**config.mk**
```make
export PLATFORM = sky130hd
export DESIGN_NAME = busmaster_regwin
export DESIGN_NICKNAME = d
export VERILOG_FILES = /design/src/rtl/bmw_pkg.sv /design/src/rtl/bmw_decode.sv /design/src/rtl/bmw_channel.sv /design/src/rtl/busmaster_regwin.sv
export SDC_FILE = /design/constraint.sdc
export NUM_CORES = 1
export LEC_CHECK = 0
export ABC_AREA = 1
export BUFFER_PORTS_ARGS = -buffer_cell sky130_fd_sc_hd__buf_2
export CORE_UTILIZATION = 40
export CTS_CLUSTER_DIAMETER = 30
export DETAILED_ROUTE_END_ITERATION = 12
export PLACE_DENSITY = 0.7
export SLEW_MARGIN = 20
export SYNTH_ARGS = -nofsm -noshare
export SYNTH_HDL_FRONTEND = slang
export SYNTH_HIERARCHICAL = 1
export SYNTH_SLANG_ARGS = --single-unit
```
**constraint.sdc**
```tcl
create_clock -name clk -period 6.8 [get_ports clk]
set_clock_uncertainty 0.15 [all_clocks]
set_input_delay 1.02 -clock clk [delete_from_list [all_inputs] [get_ports clk]]
set_output_delay 1.02 -clock clk [all_outputs]
set_load 0.01 [all_outputs]
```
**src/rtl/bmw_pkg.sv**
```systemverilog
package bmw_pkg;

  localparam int LANES   = 4;
  localparam int DATA_W  = 8 * LANES;

  localparam int CMD_START = 0;
  localparam int CMD_DIR   = 3;
  localparam int ST_ERR    = 1;
  localparam int ST_IRQ    = 2;
  localparam int ST_CAP0   = 5;
  localparam int ST_CAP1   = 6;

  localparam logic [1:0] OFF_CMD = 2'd0;
  localparam logic [1:0] OFF_ST  = 2'd2;

  typedef enum logic [1:0] {
    SZ_BYTE  = 2'd0,
    SZ_HALF  = 2'd1,
    SZ_WORD  = 2'd2,
    SZ_WORDX = 2'd3
  } io_size_e;

  // effective lane offset of an access
  function automatic logic [1:0] lane_off(input logic [1:0] sz, input logic [1:0] lo);
    case (sz)
      SZ_BYTE: lane_off = lo;
      SZ_HALF: lane_off = {lo[1], 1'b0};
      default: lane_off = 2'd0;
    endcase
  endfunction

  function automatic logic [LANES-1:0] lane_mask(input logic [1:0] sz, input logic [1:0] lo);
    logic [1:0] off;
    off = lane_off(sz, lo);
    case (sz)
      SZ_BYTE: lane_mask = 4'b0001 << off;
      SZ_HALF: lane_mask = 4'b0011 << off;
      default: lane_mask = 4'b1111;
    endcase
  endfunction

  function automatic logic [DATA_W-1:0] width_mask(input logic [1:0] sz);
    case (sz)
      SZ_BYTE: width_mask = 32'h0000_00FF;
      SZ_HALF: width_mask = 32'h0000_FFFF;
      default: width_mask = 32'hFFFF_FFFF;
    endcase
  endfunction

endpackage

```
**src/rtl/bmw_decode.sv**
```systemverilog
module bmw_decode
  import bmw_pkg::*;
#(
  parameter int NUM_CH = 2,
  parameter int ADDR_W = 4
) (
  input  logic                      clk,
  input  logic                      rst_n,
  input  logic [ADDR_W-1:0]         addr,
  input  logic [1:0]                size,
  input  logic                      wr,
  input  logic [DATA_W-1:0]         wdata,
  output logic [NUM_CH-1:0]         cmd_we,
  output logic [NUM_CH-1:0]         st_we,
  output logic [NUM_CH*LANES-1:0]   ptr_be,
  output logic [DATA_W-1:0]         ptr_wdata
);

  localparam int CH_W = ADDR_W - 3;

  logic [CH_W-1:0]  ch_idx;
  logic             in_ptr;
  logic [1:0]       lo;
  logic             is_byte;
  logic [1:0]       off;
  logic [LANES-1:0] mask;
  logic [NUM_CH-1:0] ptr_any;

  always_comb begin
    ch_idx    = addr[ADDR_W-1:3];
    in_ptr    = addr[2];
    lo        = addr[1:0];
    is_byte   = (size == SZ_BYTE);
    off       = lane_off(size, lo);
    mask      = lane_mask(size, lo);
    ptr_wdata = wdata << {off, 3'b000};
  end

  for (genvar c = 0; c < NUM_CH; c++) begin : g_sel
    logic hit;
    always_comb begin
      hit       = wr && (ch_idx == c[CH_W-1:0]);
      cmd_we[c] = hit && !in_ptr && is_byte && (lo == OFF_CMD);
      st_we[c]  = hit && !in_ptr && is_byte && (lo == OFF_ST);
      ptr_be[c*LANES +: LANES] = (hit && in_ptr) ? mask : '0;
      ptr_any[c] = |ptr_be[c*LANES +: LANES];
    end
  end

  // at most one register target per access
  assert_one_target_R1: assert property (@(posedge clk) disable iff (!rst_n)
    $onehot0({cmd_we, st_we, ptr_any}));

  // a wide access never strobes a command/status register
  assert_wide_no_strobe_R4: assert property (@(posedge clk) disable iff (!rst_n)
    (size != SZ_BYTE) |-> (cmd_we == '0 && st_we == '0));

endmodule

```
**src/rtl/bmw_channel.sv**
```systemverilog
module bmw_channel
  import bmw_pkg::*;
(
  input  logic              clk,
  input  logic              rst_n,
  input  logic              cmd_we,
  input  logic              st_we,
  input  logic [LANES-1:0]  ptr_be,
  input  logic [7:0]        byte_wdata,
  input  logic [DATA_W-1:0] ptr_wdata,
  input  logic              ev_irq,
  input  logic              ev_err,
  output logic [7:0]        cmd_q,
  output logic [7:0]        st_q,
  output logic [DATA_W-1:0] ptr_q
);

  logic [7:0]        cmd_d;
  logic [7:0]        st_d;
  logic [DATA_W-1:0] ptr_d;
  logic              st_en;
  logic              ptr_en;

  always_comb begin
    cmd_d = byte_wdata;

    st_d = st_q;
    if (st_we) begin
      st_d[ST_CAP0] = byte_wdata[ST_CAP0];
      st_d[ST_CAP1] = byte_wdata[ST_CAP1];
      if (byte_wdata[ST_ERR]) st_d[ST_ERR] = 1'b0;
      if (byte_wdata[ST_IRQ]) st_d[ST_IRQ] = 1'b0;
    end
    if (ev_err) st_d[ST_ERR] = 1'b1;
    if (ev_irq) st_d[ST_IRQ] = 1'b1;
    st_en = st_we || ev_err || ev_irq;

    ptr_d = ptr_q;
    for (int l = 0; l < LANES; l++) begin
      if (ptr_be[l]) ptr_d[l*8 +: 8] = ptr_wdata[l*8 +: 8];
    end
    ptr_d[1:0] = 2'b00;
    ptr_en     = |ptr_be;
  end

  always_ff @(posedge clk or negedge rst_n) begin
    if (!rst_n) begin
      cmd_q <= '0;
      st_q  <= '0;
      ptr_q <= '0;
    end else begin
      if (cmd_we) cmd_q <= cmd_d;
      if (st_en)  st_q  <= st_d;
      if (ptr_en) ptr_q <= ptr_d;
    end
  end

  // an event pulse leaves the flag set
  assert_irq_set_R6: assert property (@(posedge clk) disable iff (!rst_n)
    ev_irq |=> st_q[ST_IRQ]);
  assert_err_set_R6: assert property (@(posedge clk) disable iff (!rst_n)
    ev_err |=> st_q[ST_ERR]);
  // write-one clears when no event competes
  assert_irq_clr_R6: assert property (@(posedge clk) disable iff (!rst_n)
    (st_we && byte_wdata[ST_IRQ] && !ev_irq) |=> !st_q[ST_IRQ]);
  // reserved status bits stay zero
  assert_st_rsvd_R7: assert property (@(posedge clk) disable iff (!rst_n)
    (st_q[0] == 1'b0 && st_q[3] == 1'b0 && st_q[4] == 1'b0 && st_q[7] == 1'b0));

endmodule

```
**src/rtl/busmaster_regwin.sv**
```systemverilog
module busmaster_regwin
  import bmw_pkg::*;
#(
  parameter int NUM_CH = 2,
  parameter int ADDR_W = 4
) (
  input  logic                     clk,
  input  logic                     rst_n,
  input  logic [ADDR_W-1:0]        io_addr,
  input  logic [1:0]               io_size,
  input  logic                     io_rd,
  input  logic                     io_wr,
  input  logic [DATA_W-1:0]        io_wdata,
  output logic [DATA_W-1:0]        io_rdata,
  input  logic [NUM_CH-1:0]        ev_irq,
  input  logic [NUM_CH-1:0]        ev_err,
  output logic [NUM_CH-1:0]        dma_start,
  output logic [NUM_CH-1:0]        dma_dir,
  output logic [NUM_CH*DATA_W-1:0] dma_ptr
);

  localparam int CH_W = ADDR_W - 3;

  // asynchronous assert, synchronous release
  logic [1:0] rst_pipe;
  logic       rst_sync_n;

  always_ff @(posedge clk or negedge rst_n) begin
    if (!rst_n) rst_pipe <= 2'b00;
    else        rst_pipe <= {rst_pipe[0], 1'b1};
  end
  assign rst_sync_n = rst_pipe[1];

  logic [NUM_CH-1:0]       cmd_we;
  logic [NUM_CH-1:0]       st_we;
  logic [NUM_CH*LANES-1:0] ptr_be;
  logic [DATA_W-1:0]       ptr_wdata;

  bmw_decode #(.NUM_CH(NUM_CH), .ADDR_W(ADDR_W)) u_dec (
    .clk       (clk),
    .rst_n     (rst_sync_n),
    .addr      (io_addr),
    .size      (io_size),
    .wr        (io_wr),
    .wdata     (io_wdata),
    .cmd_we    (cmd_we),
    .st_we     (st_we),
    .ptr_be    (ptr_be),
    .ptr_wdata (ptr_wdata)
  );

  logic [7:0]        cmd_arr [NUM_CH];
  logic [7:0]        st_arr  [NUM_CH];
  logic [DATA_W-1:0] ptr_arr [NUM_CH];

  for (genvar c = 0; c < NUM_CH; c++) begin : g_ch
    bmw_channel u_ch (
      .clk        (clk),
      .rst_n      (rst_sync_n),
      .cmd_we     (cmd_we[c]),
      .st_we      (st_we[c]),
      .ptr_be     (ptr_be[c*LANES +: LANES]),
      .byte_wdata (io_wdata[7:0]),
      .ptr_wdata  (ptr_wdata),
      .ev_irq     (ev_irq[c]),
      .ev_err     (ev_err[c]),
      .cmd_q      (cmd_arr[c]),
      .st_q       (st_arr[c]),
      .ptr_q      (ptr_arr[c])
    );
    assign dma_start[c]                = cmd_arr[c][CMD_START];
    assign dma_dir[c]                  = cmd_arr[c][CMD_DIR];
    assign dma_ptr[c*DATA_W +: DATA_W] = ptr_arr[c];
  end

  // read mux
  logic [CH_W-1:0]   rd_ch;
  logic [DATA_W-1:0] rd_mask;
  logic [1:0]        rd_off;
  logic [7:0]        sel_cmd;
  logic [7:0]        sel_st;
  logic [DATA_W-1:0] sel_ptr;

  always_comb begin
    rd_ch   = io_addr[ADDR_W-1:3];
    rd_mask = width_mask(io_size);
    rd_off  = lane_off(io_size, io_addr[1:0]);
    sel_cmd = 8'h00;
    sel_st  = 8'h00;
    sel_ptr = '0;
    for (int c = 0; c < NUM_CH; c++) begin
      if (rd_ch == c[CH_W-1:0]) begin
        sel_cmd = cmd_arr[c];
        sel_st  = st_arr[c];
        sel_ptr = ptr_arr[c];
      end
    end

    io_rdata = '0;
    if (io_rd) begin
      if (io_addr[2]) begin
        io_rdata = (sel_ptr >> {rd_off, 3'b000}) & rd_mask;
      end else if (io_size != SZ_BYTE) begin
        io_rdata = rd_mask;
      end else begin
        case (io_addr[1:0])
          OFF_CMD: io_rdata = {24'h0, sel_cmd};
          OFF_ST:  io_rdata = {24'h0, sel_st};
          default: io_rdata = 32'h0000_00FF;
        endcase
      end
    end
  end

  // idle bus reads zero
  assert_idle_zero_R10: assert property (@(posedge clk) disable iff (!rst_sync_n)
    !io_rd |-> (io_rdata == '0));
  // four-byte read of the command/status area is all ones
  assert_wide_ones_R3: assert property (@(posedge clk) disable iff (!rst_sync_n)
    (io_rd && !io_addr[2] && io_size[1]) |-> (io_rdata == 32'hFFFF_FFFF));
  // wide writes leave the command outputs unchanged
  assert_wide_wr_ignored_R4: assert property (@(posedge clk) disable iff (!rst_sync_n)
    (io_wr && !io_addr[2] && io_size != SZ_BYTE) |=> ($stable(dma_start) && $stable(dma_dir)));
  // pointer low bits read zero
  assert_ptr_low_R9: assert property (@(posedge clk) disable iff (!rst_sync_n)
    (io_rd && io_addr[2] && io_addr[1:0] == 2'b00) |-> (io_rdata[1:0] == 2'b00));

endmodule

```
==> metrics.csv <==
metric;value;unit
worst skew pair latency;350;ps
antenna violations before repair;1;
Post-Syn Area;5990;sq um
post-route minimum period;4210;ps
# setup viols final;0;
HPWL Detailed;14600;um
pin count of the biggest net entering global routing;64;
H-tree Lvls;3;
Mean Syn Cell Area;6.39;sq um
Final ANT Viol Nets;0;
Min Hold Slack;105;ps
cts bufs inserted;9;
Final Max Slew Viols;0;
Layout Nets;1093;
RSZ-0062 raised after global routing;false;
gpl congestion;0.897;
I/O pins;146;
Syn Inst Count;937;
GRT Overall Usage;25.6;%
DR WL/cell;15.8;um
Worst Max-Slew Pin Slew;1060;ps
WP data required;5630;ps
die area;15500;sq um
# Post-CTS Setup Buffers;0;
Area Overhead vs Synth;14.8;%
status;finished clean;
Max clock buf depth;2;
Vias/cell;5.11;
Placed Area;6570;sq um
FMAX;0.237;GHz
HP Class;reg -> async;
final-report hold violation count;0;
global-route wire length before repair;31000;um
Worst Setup End Kind;output port;
Row Count;44;
crit start category;input port;
DR vias;6326;
Final Cycle Share;61.9;%
die height;124;um
setup TNS;0;ps
CP arrival;3040;ps
Pwr per Cell Area;254;nW/um^2
core box area;14600;sq um
DRT Pass-1 Iters;5;
final wirelength;19500;um
MaxCap Viol Count;0;
initial core utilization;41.1;%
Leak Pwr;3.93;nW
DRC;0;
slew margin rel.;29.3;%
Peak supply drop;0.000123;V
Final Util;47.1;%
CTS sink cnt;86;
layout cells sized above 1;17.6;%
Root Driver;clkbuf_16;
CTS tree;done;
die width;124;um
post-route cell area;6880;sq um
Hold Buf Count CTS;0;
Setup CP Type;in -> out;
1st-iter DRT viols;665;
crit path max fanout;63;
clk slew on worst S/H paths;70;ps
IO Port Bufs;141;
yosys warns;6;
vias in the first global route;5785;
residual overflow from global routing;0;
CTS-repair resized insts;0;
## placed cells by master, fill, tap and decap left out
master	count
a21oi_1	10
dfrtp_1	85
inv_2	7
clkbuf_8	1
nor2_4	3
buf_2	141
conb_1	13
nor2_1	41
nand2_8	1
nand2_1	330
or2_1	3
o21ai_0	88
diode_2	1
clkinvlp_4	2
bufinv_16	1
clkinv_2	1
clkbuf_16	9
clkinv_4	1
buf_4	3
inv_8	1
nor2_8	2
nand2_2	9
nand4_1	7
a31oi_1	8
o21ai_1	4
nor2_2	2
dfrtp_4	1
nand3_1	124
inv_1	154
## sequential cells by signal (all words and copies together), names as in the netlist
signal           flops
g_ch.u_ch/cmd_q     16
g_ch.u_ch/ptr_q     60
g_ch.u_ch/st_q       8
rst_pipe             2
## critical path, cell delays in order
cell and delay [ps]:
buf_2 90, buf_4 300, inv_2 670, nand2_1 100, nand2_1 200, nand3_1 100, nand2_1 90, inv_1 40
a21oi_1 200, buf_2 170
## stage by stage
stage / instances / power (mW) / setup WS, ps
after floorplan: 947 / 1.01 / 3740
after global placement: 1220 / 1.23 / 2620
after detailed placement: 1220 / 1.23 / 2630
after CTS: 1236 / 1.75 / 2630
after global routing: 1236 / 1.85 / 2390
final: 1237 / 1.74 / 2590
## metal layers
| layer | track usage [%] | vias to the layer above | share of wire, % |
|---|---|---|---|
| met2 | 39.8 | 287 | 45 |
| met4 | 9.78 | 0 | 2.5 |
| met5 | 0 | - | 0 |
| met3 | 4.38 | 33 | 9.0 |
| met1 | 35.5 | 2925 | 44 |
| li1 | - | 3081 | - |
## path summary, 6_finish.rpt
check,start,cells past startpoint,endpoint,slack [ps]
min reg2reg,rst_pipe[1],0,g_ch[0].u_ch/cmd_q[0],100
max reg2reg,rst_pipe[1],1,g_ch[1].u_ch/ptr_q[22],5340
max,io_addr[3],10,io_rdata[15],2590
max in group asynchronous,rst_pipe[1],1,g_ch[1].u_ch/ptr_q[22],5340
min in group clk,rst_pipe[0],0,rst_pipe[1],200
min,rst_pipe[1],0,g_ch[0].u_ch/cmd_q[0],100
## report_power, final
part | switching (mW) | internal [mW] | total (mW)
registers | 0.105 | 0.617 | 0.722
logic | 0.328 | 0.179 | 0.507
clock network | 0.218 | 0.297 | 0.516
total | 0.651 | 1.09 | 1.74
## area by class of cell
class / instances / area (sq um)
diodes: 1 / 2.50
repair buffers: 144 / 728
multi-input cells: 645 / 2850
clock inverters: 6 / 70.1
clock buffers: 10 / 239
inverters: 161 / 604
fillers: 1574 / 7710
well taps: 184 / 230
flip-flops and latches: 86 / 2160
Power figures use the tool's default switching activity.
